===== config.mk =====
export PLATFORM = sky130hd
export DESIGN_NAME = qdec_timer
export DESIGN_NICKNAME = d
export VERILOG_FILES = /design/src/rtl/qdec_pkg.sv /design/src/rtl/qdec_sync.sv /design/src/rtl/qdec_prescaler.sv /design/src/rtl/qdec_decode.sv /design/src/rtl/qdec_timer.sv
export SDC_FILE = /design/constraint.sdc
export NUM_CORES = 1
export LEC_CHECK = 0
export BUFFER_PORTS_ARGS = -buffer_cell sky130_fd_sc_hd__buf_4
export CAP_MARGIN = 20
export CORE_MARGIN = 2
export CORE_UTILIZATION = 55
export CTS_CLUSTER_DIAMETER = 200
export DETAILED_ROUTE_END_ITERATION = 10
export PLACE_DENSITY = 0.88
export SLEW_MARGIN = 20
export SYNTH_ARGS = -nofsm -noshare
export SYNTH_HDL_FRONTEND = slang
export SYNTH_SLANG_ARGS = --single-unit

===== constraint.sdc =====
create_clock -name clk -period 3.5 [get_ports clk]
set_input_delay 0.875 -clock clk [delete_from_list [all_inputs] [get_ports clk]]
set_output_delay 0.875 -clock clk [all_outputs]
set_load 0.005 [all_outputs]

===== src/rtl/qdec_pkg.sv =====
package qdec_pkg;
  localparam int A_CTRL = 0;
  localparam int A_CNT  = 1;
  localparam int A_MOD  = 2;
  localparam int A_INIT = 3;
  localparam int A_STAT = 4;
  localparam int A_MODE = 5;
  localparam int A_QCTL = 6;
endpackage


===== src/rtl/qdec_sync.sv =====
module qdec_sync #(
  parameter int WIDTH  = 2,
  parameter int STAGES = 2
) (
  input  logic             clk,
  input  logic             rst,
  input  logic [WIDTH-1:0] din,
  output logic [WIDTH-1:0] dout
);
  logic [WIDTH-1:0] stage_q [STAGES];

  always_ff @(posedge clk) begin
    if (rst) begin
      for (int i = 0; i < STAGES; i++) stage_q[i] <= '0;
    end else begin
      stage_q[0] <= din;
      for (int i = 1; i < STAGES; i++) stage_q[i] <= stage_q[i-1];
    end
  end

  assign dout = stage_q[STAGES-1];
endmodule


===== src/rtl/qdec_prescaler.sv =====
module qdec_prescaler #(
  parameter int PS_W = 3
) (
  input  logic            clk,
  input  logic            rst,
  input  logic            clr,
  input  logic [PS_W-1:0] ps,
  output logic            tick
);
  localparam int DIV_W = (1 << PS_W) - 1;

  logic [DIV_W-1:0] div_q;
  logic [DIV_W-1:0] limit;

  assign limit = {DIV_W{1'b1}} >> (DIV_W - int'(ps));
  assign tick  = (div_q == limit);

  always_ff @(posedge clk) begin
    if (rst || clr)  div_q <= '0;
    else if (tick)   div_q <= '0;
    else             div_q <= div_q + 1'b1;
  end


  tick_gap_chk: assert property (@(posedge clk) disable iff (rst)
    (tick && ps != '0 && !clr) |=> !tick);
endmodule


===== src/rtl/qdec_decode.sv =====
module qdec_decode (
  input  logic clk,
  input  logic rst,
  input  logic smp,
  input  logic a,
  input  logic b,
  output logic up,
  output logic dn,
  output logic bad
);
  logic a_q, b_q;
  logic da, db;

  assign da  = a ^ a_q;
  assign db  = b ^ b_q;
  assign up  = smp && (da ^ db) && (a ^ b_q);
  assign dn  = smp && (da ^ db) && !(a ^ b_q);
  assign bad = smp && da && db;

  always_ff @(posedge clk) begin
    if (rst) begin
      a_q <= 1'b0;
      b_q <= 1'b0;
    end else if (smp) begin
      a_q <= a;
      b_q <= b;
    end
  end


  step_once_chk: assert property (@(posedge clk) disable iff (rst)
    (up || dn) |=> ((a_q ^ b_q) != $past(a_q ^ b_q)));
endmodule


===== src/rtl/qdec_timer.sv =====
module qdec_timer #(
  parameter int DATA_W = 32,
  parameter int ADDR_W = 3,
  parameter int CNT_W  = 16,
  parameter int PS_W   = 3
) (
  input  logic              clk,
  input  logic              rst,
  input  logic              bus_wr,
  input  logic              bus_rd,
  input  logic [ADDR_W-1:0] bus_addr,
  input  logic [DATA_W-1:0] bus_wdata,
  output logic [DATA_W-1:0] bus_rdata,
  input  logic              enc_a,
  input  logic              enc_b
);
  import qdec_pkg::*;

  logic [CNT_W-1:0] cnt_q, init_q, mod_q;
  logic [PS_W-1:0]  ps_q;
  logic             wp_q, err_q, men_q, qen_q;
  logic [1:0]       ph_s;
  logic             tick, up, dn, bad, run;
  logic             sel_ctrl, sel_cnt, sel_mod, sel_init, sel_stat, sel_mode, sel_qctl;
  logic             wr_ctrl;

  assign sel_ctrl = bus_addr == ADDR_W'(A_CTRL);
  assign sel_cnt  = bus_addr == ADDR_W'(A_CNT);
  assign sel_mod  = bus_addr == ADDR_W'(A_MOD);
  assign sel_init = bus_addr == ADDR_W'(A_INIT);
  assign sel_stat = bus_addr == ADDR_W'(A_STAT);
  assign sel_mode = bus_addr == ADDR_W'(A_MODE);
  assign sel_qctl = bus_addr == ADDR_W'(A_QCTL);
  assign wr_ctrl  = bus_wr && sel_ctrl && !wp_q;
  assign run      = men_q && qen_q;

  qdec_sync #(.WIDTH(2), .STAGES(2)) u_sync (
    .clk(clk), .rst(rst), .din({enc_a, enc_b}), .dout(ph_s));

  qdec_prescaler #(.PS_W(PS_W)) u_pre (
    .clk(clk), .rst(rst), .clr(wr_ctrl), .ps(ps_q), .tick(tick));

  qdec_decode u_dec (
    .clk(clk), .rst(rst), .smp(tick), .a(ph_s[1]), .b(ph_s[0]),
    .up(up), .dn(dn), .bad(bad));

  always_ff @(posedge clk) begin
    if (rst) begin
      ps_q   <= '0;
      init_q <= '0;
      mod_q  <= '1;
      wp_q   <= 1'b0;
      men_q  <= 1'b0;
      qen_q  <= 1'b0;
    end else if (bus_wr) begin
      if (wr_ctrl) ps_q <= bus_wdata[PS_W-1:0];
      if (sel_mod && !wp_q) mod_q <= bus_wdata[CNT_W-1:0];
      if (sel_init && !wp_q && men_q) init_q <= bus_wdata[CNT_W-1:0];
      if (sel_qctl && !wp_q && men_q) qen_q <= bus_wdata[0];
      if (sel_stat && bus_wdata[0]) wp_q <= 1'b1;
      if (sel_mode) begin
        if (wp_q) begin
          if (bus_wdata[1]) wp_q <= 1'b0;
        end else begin
          men_q <= bus_wdata[0];
        end
      end
    end
  end

  always_ff @(posedge clk) begin
    if (rst) begin
      cnt_q <= '0;
      err_q <= 1'b0;
    end else begin
      if (run && bad) err_q <= 1'b1;
      if (bus_wr && sel_cnt)         cnt_q <= init_q;
      else if (run && up)            cnt_q <= (cnt_q == mod_q)  ? init_q : cnt_q + 1'b1;
      else if (run && dn)            cnt_q <= (cnt_q == init_q) ? mod_q  : cnt_q - 1'b1;
    end
  end

  always_ff @(posedge clk) begin
    if (rst) begin
      bus_rdata <= '0;
    end else if (bus_rd) begin
      bus_rdata <= '0;
      case (int'(bus_addr))
        A_CTRL:  bus_rdata <= DATA_W'(ps_q);
        A_CNT:   bus_rdata <= DATA_W'(cnt_q);
        A_MOD:   bus_rdata <= DATA_W'(mod_q);
        A_INIT:  bus_rdata <= DATA_W'(init_q);
        A_STAT:  bus_rdata <= DATA_W'({err_q, wp_q});
        A_MODE:  bus_rdata <= DATA_W'(men_q);
        A_QCTL:  bus_rdata <= DATA_W'(qen_q);
        default: bus_rdata <= '0;
      endcase
    end
  end


  cnt_reload_chk: assert property (@(posedge clk) disable iff (rst)
    (bus_wr && sel_cnt) |=> (cnt_q == $past(init_q)));

  wrap_up_chk: assert property (@(posedge clk) disable iff (rst)
    (run && up && !(bus_wr && sel_cnt) && cnt_q == mod_q) |=> (cnt_q == $past(init_q)));

  wp_block_chk: assert property (@(posedge clk) disable iff (rst)
    (wp_q && bus_wr && sel_mod) |=> $stable(mod_q));

  wp_clear_chk: assert property (@(posedge clk) disable iff (rst)
    $fell(wp_q) |-> $past(bus_wr && sel_mode && bus_wdata[1]));

  men_gate_chk: assert property (@(posedge clk) disable iff (rst)
    (!men_q && bus_wr && sel_init) |=> $stable(init_q));

  idle_hold_chk: assert property (@(posedge clk) disable iff (rst)
    (!run && !(bus_wr && sel_cnt)) |=> $stable(cnt_q));

  err_sticky_chk: assert property (@(posedge clk) disable iff (rst)
    err_q |=> err_q);
endmodule


# After elaboration in Yosys (flattened, before gate mapping)
# Memory sizes are Yosys's and may differ from the RTL's.
# Index checks and enable logic that the tools add are counted.
[totals]
word_cells = 78
input_bits = 41
reg_bits = 96
mem_bits_rw = 4
out_inout_bits = 32
mem_count = 1
[classes]
shift = 1
n_mux = 15
reduce_logical = 29
bitwise_logic = 7
n_eq_ne = 9
n_addsub = 4
[memory_table]
columns = ["memory", "words", "width", "rd", "rd_clocked_by_memory_dff", "wr", "line", "rtl"]
rows = [
  ["u_sync.stage_q", 2, 2, 2, 0, 2, "qdec_sync.sv:10", "logic [WIDTH-1:0] stage_q [STAGES];"],
]
[op_table]
columns = ["op", "count"]
rows = [
  ["16-bit case mux with 7 select lines", 1],
  ["16-bit 2-to-1 mux", 5],
  ["16-bit == test", 2],
  ["7-bit by 32-bit >> shifter with 7-bit output, first input constant", 1],
  ["1-bit logical AND", 18],
  ["16-bit by 1-bit adder with 16-bit output, second input constant", 1],
  ["16-bit by 1-bit subtractor with 16-bit output, second input constant", 1],
  ["3-bit == test, second input constant", 3],
  ["2-bit AND reduction", 4],
  ["7-bit by 1-bit adder with 7-bit output, second input constant", 1],
  ["7-bit == test", 1],
  ["1-bit 2-to-1 mux", 7],
  ["3-bit by 2-bit == test with 1-bit output, second input constant", 2],
  ["2-bit 2-to-1 mux", 2],
  ["3-bit by 3-bit subtractor with 4-bit output, first input constant", 1],
  ["1-bit bitwise XOR", 4],
  ["3-bit by 1-bit == test with 1-bit output, second input constant", 1],
  ["3-bit zero test", 1],
  ["3-bit AND reduction", 1],
  ["3-bit nonzero test", 1],
  ["1-bit zero test", 2],
  ["1-bit OR", 2],
  ["2-bit OR reduction", 1],
  ["1-bit logical OR", 1],
  ["1-bit NOT", 1],
]

# Logic depth before layout (Yosys ltp)
[logic_depth]
word_depth = 9
depth_mapped = 10
depth_no_buf = 9

# Cells and area by module
# Synthesis repeated with hierarchy kept, for this count alone.
[hier_totals]
cells_unflattened = 638
hier_area_um2 = 5392.7
[by_module_without_submodules]
columns = ["mod", "seq_area_each_um2", "instances", "cells_each", "area_each_um2"]
rows = [
  ["qdec_timer", 1421.4, 1, 556, 4642.0],
  ["qdec_prescaler", 140.1, 1, 59, 506.7],
  ["qdec_decode", 40.0, 1, 13, 123.9],
  ["qdec_sync", 80.1, 1, 10, 120.1],
]

# Worst setup path after synthesis
# OpenSTA, ideal clock, no wires.
[synth_timing]
path_type = "in2reg"
start = "input port bus_addr[0]"
end = "register bus_rdata[3]"
path_stages = 6
n_path_buf = 2
arrival_ps = 2219
path_slack_ps = 1153
setup_ps = 128
required_time_ps = 3372
cell_sequence = "clkbuf_1 buf_1 mux2_2 a22o_1 a21oi_1 nor2_1"
[synth_between]
elab_chain_len = 2
word_cells_on_any_way = 8
cone_classes = "eq/ne (6); mux (1); reduce/logical (1)"
[synth_rtl]
columns = ["item", "line", "rtl"]
rows = [
  ["from (decl)", "qdec_timer.sv:11", "input logic [ADDR_W-1:0] bus_addr,"],
  ["3-bit == test (tied with other cells)", "qdec_timer.sv:88", "case (int'(bus_addr))"],
  ["16-bit case mux with 7 select lines (*)", "qdec_timer.sv:88", ""],
  ["to (signal assigned)", "qdec_timer.sv:89", "A_CTRL: bus_rdata <= DATA_W'(ps_q);"],
  ["to (signal assigned)", "qdec_timer.sv:90", "A_CNT: bus_rdata <= DATA_W'(cnt_q);"],
  ["to (signal assigned)", "qdec_timer.sv:91", "A_MOD: bus_rdata <= DATA_W'(mod_q);"],
  ["to (decl)", "qdec_timer.sv:13", "output logic [DATA_W-1:0] bus_rdata,"],
]
# Every way passes the cells marked *; elsewhere a longest branch is shown, timed or not.
# A chain may end at the register's enable or synchronous reset.

# Final worst setup path
[layout_timing]
start = "register cnt_q[12]"
end = "register cnt_q[8]"
[layout_between]
elab_chain_len = 5
word_cells_on_any_way = 7
cone_classes = "eq/ne (2); mux (5)"
[layout_rtl]
columns = ["item", "line", "rtl"]
rows = [
  ["from (decl)", "qdec_timer.sv:19", "logic [CNT_W-1:0] cnt_q, init_q, mod_q;"],
  ["from (signal assigned)", "qdec_timer.sv:77", "if (bus_wr && sel_cnt) cnt_q <= init_q;"],
  ["from (signal assigned)", "qdec_timer.sv:78", "else if (run && up) cnt_q <= (cnt_q == mod_q) ? init_q : cnt_q + 1'b1;"],
  ["from (signal assigned)", "qdec_timer.sv:79", "else if (run && dn) cnt_q <= (cnt_q == init_q) ? mod_q : cnt_q - 1'b1;"],
  ["16-bit == test", "qdec_timer.sv:79", ""],
  ["16-bit 2-to-1 mux (2 in a row)", "qdec_timer.sv:79", ""],
  ["16-bit 2-to-1 mux (*)", "qdec_timer.sv:78", ""],
  ["16-bit 2-to-1 mux (*)", "qdec_timer.sv:77", ""],
]
# Every way passes the cells marked *; elsewhere a longest branch is shown, timed or not. The select of a mux whose other input is x is not followed.

==> results.sh <==
export IMPL_synth_compound_area_share_pct=15.3
export IMPL_synth_top_area_share_pct=31.9
export IMPL_synth_top_family_by_area="simple AND/OR/NAND/NOR gates"
export IMPL_slowest_delay_ns=0.65
export IMPL_cts_resized=0
export IMPL_synthesis_area_sq_um=5280
export IMPL_tightest_slew_ns=0.901
export IMPL_yosys_top_cells_count="nand2_1 (95), dfxtp_1 (84), nor2_1 (64), xor2_1 (47), a21oi_1 (46)"
export IMPL_path_clk_slew_ns=0.08
export IMPL_die_height_um=102
export IMPL_synth_warnings=0
export IMPL_yosysUniqueCellTypes=58
export IMPL_initial_core_util_pct=56.8
export IMPL_ant_nets=0
export IMPL_cp_num_cells=7
export IMPL_arrival_ns=3.17
export IMPL_drt_wirelength_per_cell_um=17.0
export IMPL_finalSetupTns_ns=0
export IMPL_endpoint="cnt_q[8]"
export IMPL_grt_max_degree=80
export IMPL_fmax_mhz=342
export IMPL_slew_headroom_pct=39.8
export IMPL_fin_crit_ns=2.92
export IMPL_synth_area_top_cells="dfxtp_1 (32%), xor2_1 (7.8%), nand2_1 (6.8%)"
export IMPL_design_area_sq_um=5720
export IMPL_setup_worst_path_end_class="flop"
export IMPL_hold_class="flop to flop"
export IMPL_drcViolationCount=0
export IMPL_ir_worst_vdd_mv=0.225
export IMPL_clock_path_buffers=2
export IMPL_finClkSkew_ns=0.0148
export IMPL_htree_levels=3
export IMPL_grt_overflow_total=0
export IMPL_cts_tree="done"
export IMPL_cts_root_buf="clkbuf_8"
export IMPL_async_flop_share_pct=0
export IMPL_firstDrtPassIters=6
export IMPL_antenna_found_initial=0
export IMPL_dieArea_sq_um=10400
export IMPL_synth_simple_area_share_pct=26.6
export IMPL_seq_area_frac_synth_pct=31.9
export IMPL_synth_main_ff_cell="dfxtp_1"
export IMPL_synth_xor_area_share_pct=11.0
export IMPL_status="finished, final reports clean"
export IMPL_ff2ff_path_depth=7
export IMPL_cp_start_kind="flop"
export IMPL_diodes=0
export IMPL_hold_viol_final=0
export IMPL_core_area_sq_um=9280
export IMPL_critPathLaunch="cnt_q[12]"
export IMPL_portBuffers=40
export IMPL_cpLargestDelayFamily="simple AND/OR/NAND/NOR gates"
export IMPL_syn_area_per_cell_sq_um=8.02
export IMPL_path_cells="xor2_1 > nor4_1 > nand4_1 > nand2_1 > or3_1 > o211ai_1 > a2111oi_0"
export IMPL_finalMaxSlewViolations=0
export IMPL_netlist_instances=658
export IMPL_grt_pass1_wl_um=22100
export IMPL_drive_above_1_share_pct=14.0
export IMPL_vias_per_cell=5.95
export IMPL_wirelength_um=13600
export IMPL_cts_sinks=84
export IMPL_nets=710
export IMPL_crit_path_max_fanout=12
export IMPL_drtIter0Drc=412
export IMPL_ys_ff_latch=84
export IMPL_grt_pass1_vias=4514
export IMPL_crit_type="flop to flop"
export IMPL_numCtsBuffers=9
export IMPL_chipWidth_um=102
export IMPL_ctsHoldBuffers=0
export IMPL_reg2reg_setup_slack_ns=0.58
export IMPL_gp_congestion=0.980
export IMPL_max_cap_viol_count=0
export IMPL_r2r_start="cnt_q[12]"
export IMPL_synth_most_common_cell="nand2_1"
export IMPL_r2r_end="cnt_q[8]"
export IMPL_p_per_area_nw_per_um2=372
export IMPL_setup_viol=0
export IMPL_synth_fa_ha_area_share_pct=0.712
export IMPL_io_pins=73
export IMPL_rows=35
export IMPL_cp_slowest_cell="dfxtp_1"
export IMPL_critPathRequiredTime_ns=3.75
export IMPL_area_delta_synth_final_pct=8.35
export IMPL_vias=4756
export IMPL_synth_largest_area_cell="dfxtp_1"
export IMPL_rsz0062_at_grt="no"
export IMPL_synth_edf_count=0
export IMPL_worst_path_buf_inv=0
export IMPL_dp_hpwl_um=9760
export IMPL_placed_cell_area_sq_um=5510
export IMPL_p_leak_nw=2.33
export IMPL_synthMuxAreaShare_pct=7.35
export IMPL_postCtsSetupBuffers=0
export IMPL_grtUsageTotal_pct=26.8
export IMPL_clk_latency_ns=0.36
export IMPL_finalCritPeriodShare_pct=83.4
==> routing by layer <==
metal	track usage (%)	part of all wire, %	vias up	wire [um]
li1	-	-	2270	-
met1	36.0	43	2233	5920
met2	43.8	47	227	6440
met3	4.45	7.2	26	984
met4	9.54	1.9	0	262
met5	0	0	-	0
==> placed cells by master, fill, tap and decap left out, types with 19 or more instances in the layout <==
master   count
a21oi_1     46
buf_4       48
dfxtp_1     84
nand2_1     95
nor2_1      64
nor2b_1     25
xnor2_1     19
xor2_1      47
==> cell families (layout without fill, tap and decap cells) <==
family	after synthesis	in the layout
AOI/OAI and AO/OA	118	118
xor gates and xnor gates	66	66
adders and majority gates	3	3
buffers and inverters	74	71
DFF	84	84
muxes	34	34
other	1	16
and+or+nand+nor	278	278
==> sequential cells by signal, indices dropped and copies added, names as in the netlist, 3 cells and up <==
| register | flops |
|---|---|
| u_sync.stage_q | 4 |
| init_q | 16 |
| ps_q | 3 |
| u_pre.div_q | 7 |
| cnt_q | 16 |
| bus_rdata | 16 |
| mod_q | 16 |
==> power breakdown <==
part           internal, mW  switching (mW)  leakage [nW]  total, mW
combinational         0.162           0.195          1.55      0.357
sequential            0.978          0.0349         0.682       1.01
clock                 0.399           0.356        0.0956      0.755
==> how the worst min path moves through the flow <==
| stage | depth (start not counted) | endpoint | startpoint | slack, ns |
|---|---|---|---|---|
| finish | 1 | u_sync.stage_q[0][3] | u_sync.stage_q[0][1] | 0.45 |
| detailed placement | 1 | u_sync.stage_q[0][2] | u_sync.stage_q[0][0] | 0.43 |
| global placement | 1 | u_sync.stage_q[0][2] | u_sync.stage_q[0][0] | 0.42 |
| CTS | 1 | u_sync.stage_q[0][3] | u_sync.stage_q[0][1] | 0.46 |
| floorplan | 1 | u_sync.stage_q[0][2] | u_sync.stage_q[0][0] | 0.41 |
| global route | 1 | u_sync.stage_q[0][3] | u_sync.stage_q[0][1] | 0.47 |
==> final cells by class <==
| type | count | area, sq um |
|---|---|---|
| flip-flops and latches | 84 | 1680 |
| fillers | 795 | 3570 |
| clock inverters | 4 | 75.1 |
| inverters | 8 | 30.0 |
| repair buffers | 48 | 360 |
| well taps | 129 | 161 |
| multi-input cells | 515 | 3280 |
| clock buffers | 11 | 131 |
==> stage by stage <==
stage | setup slack, ns | hold WS [ns] | cells | util [%] | power (mW)
floorplan | 1.15 | 0.414 | 673 | - | 1.30
global placement | 0.719 | 0.424 | 784 | 59.3 | 1.37
detailed placement | 0.666 | 0.428 | 784 | 59.3 | 1.38
CTS | 0.636 | 0.457 | 799 | 61.6 | 2.12
global route | 0.357 | 0.472 | 799 | 61.6 | 2.19
finish | 0.579 | 0.452 | 799 | 61.6 | 2.13
Note: power is estimated with default switching activity, not from simulation.
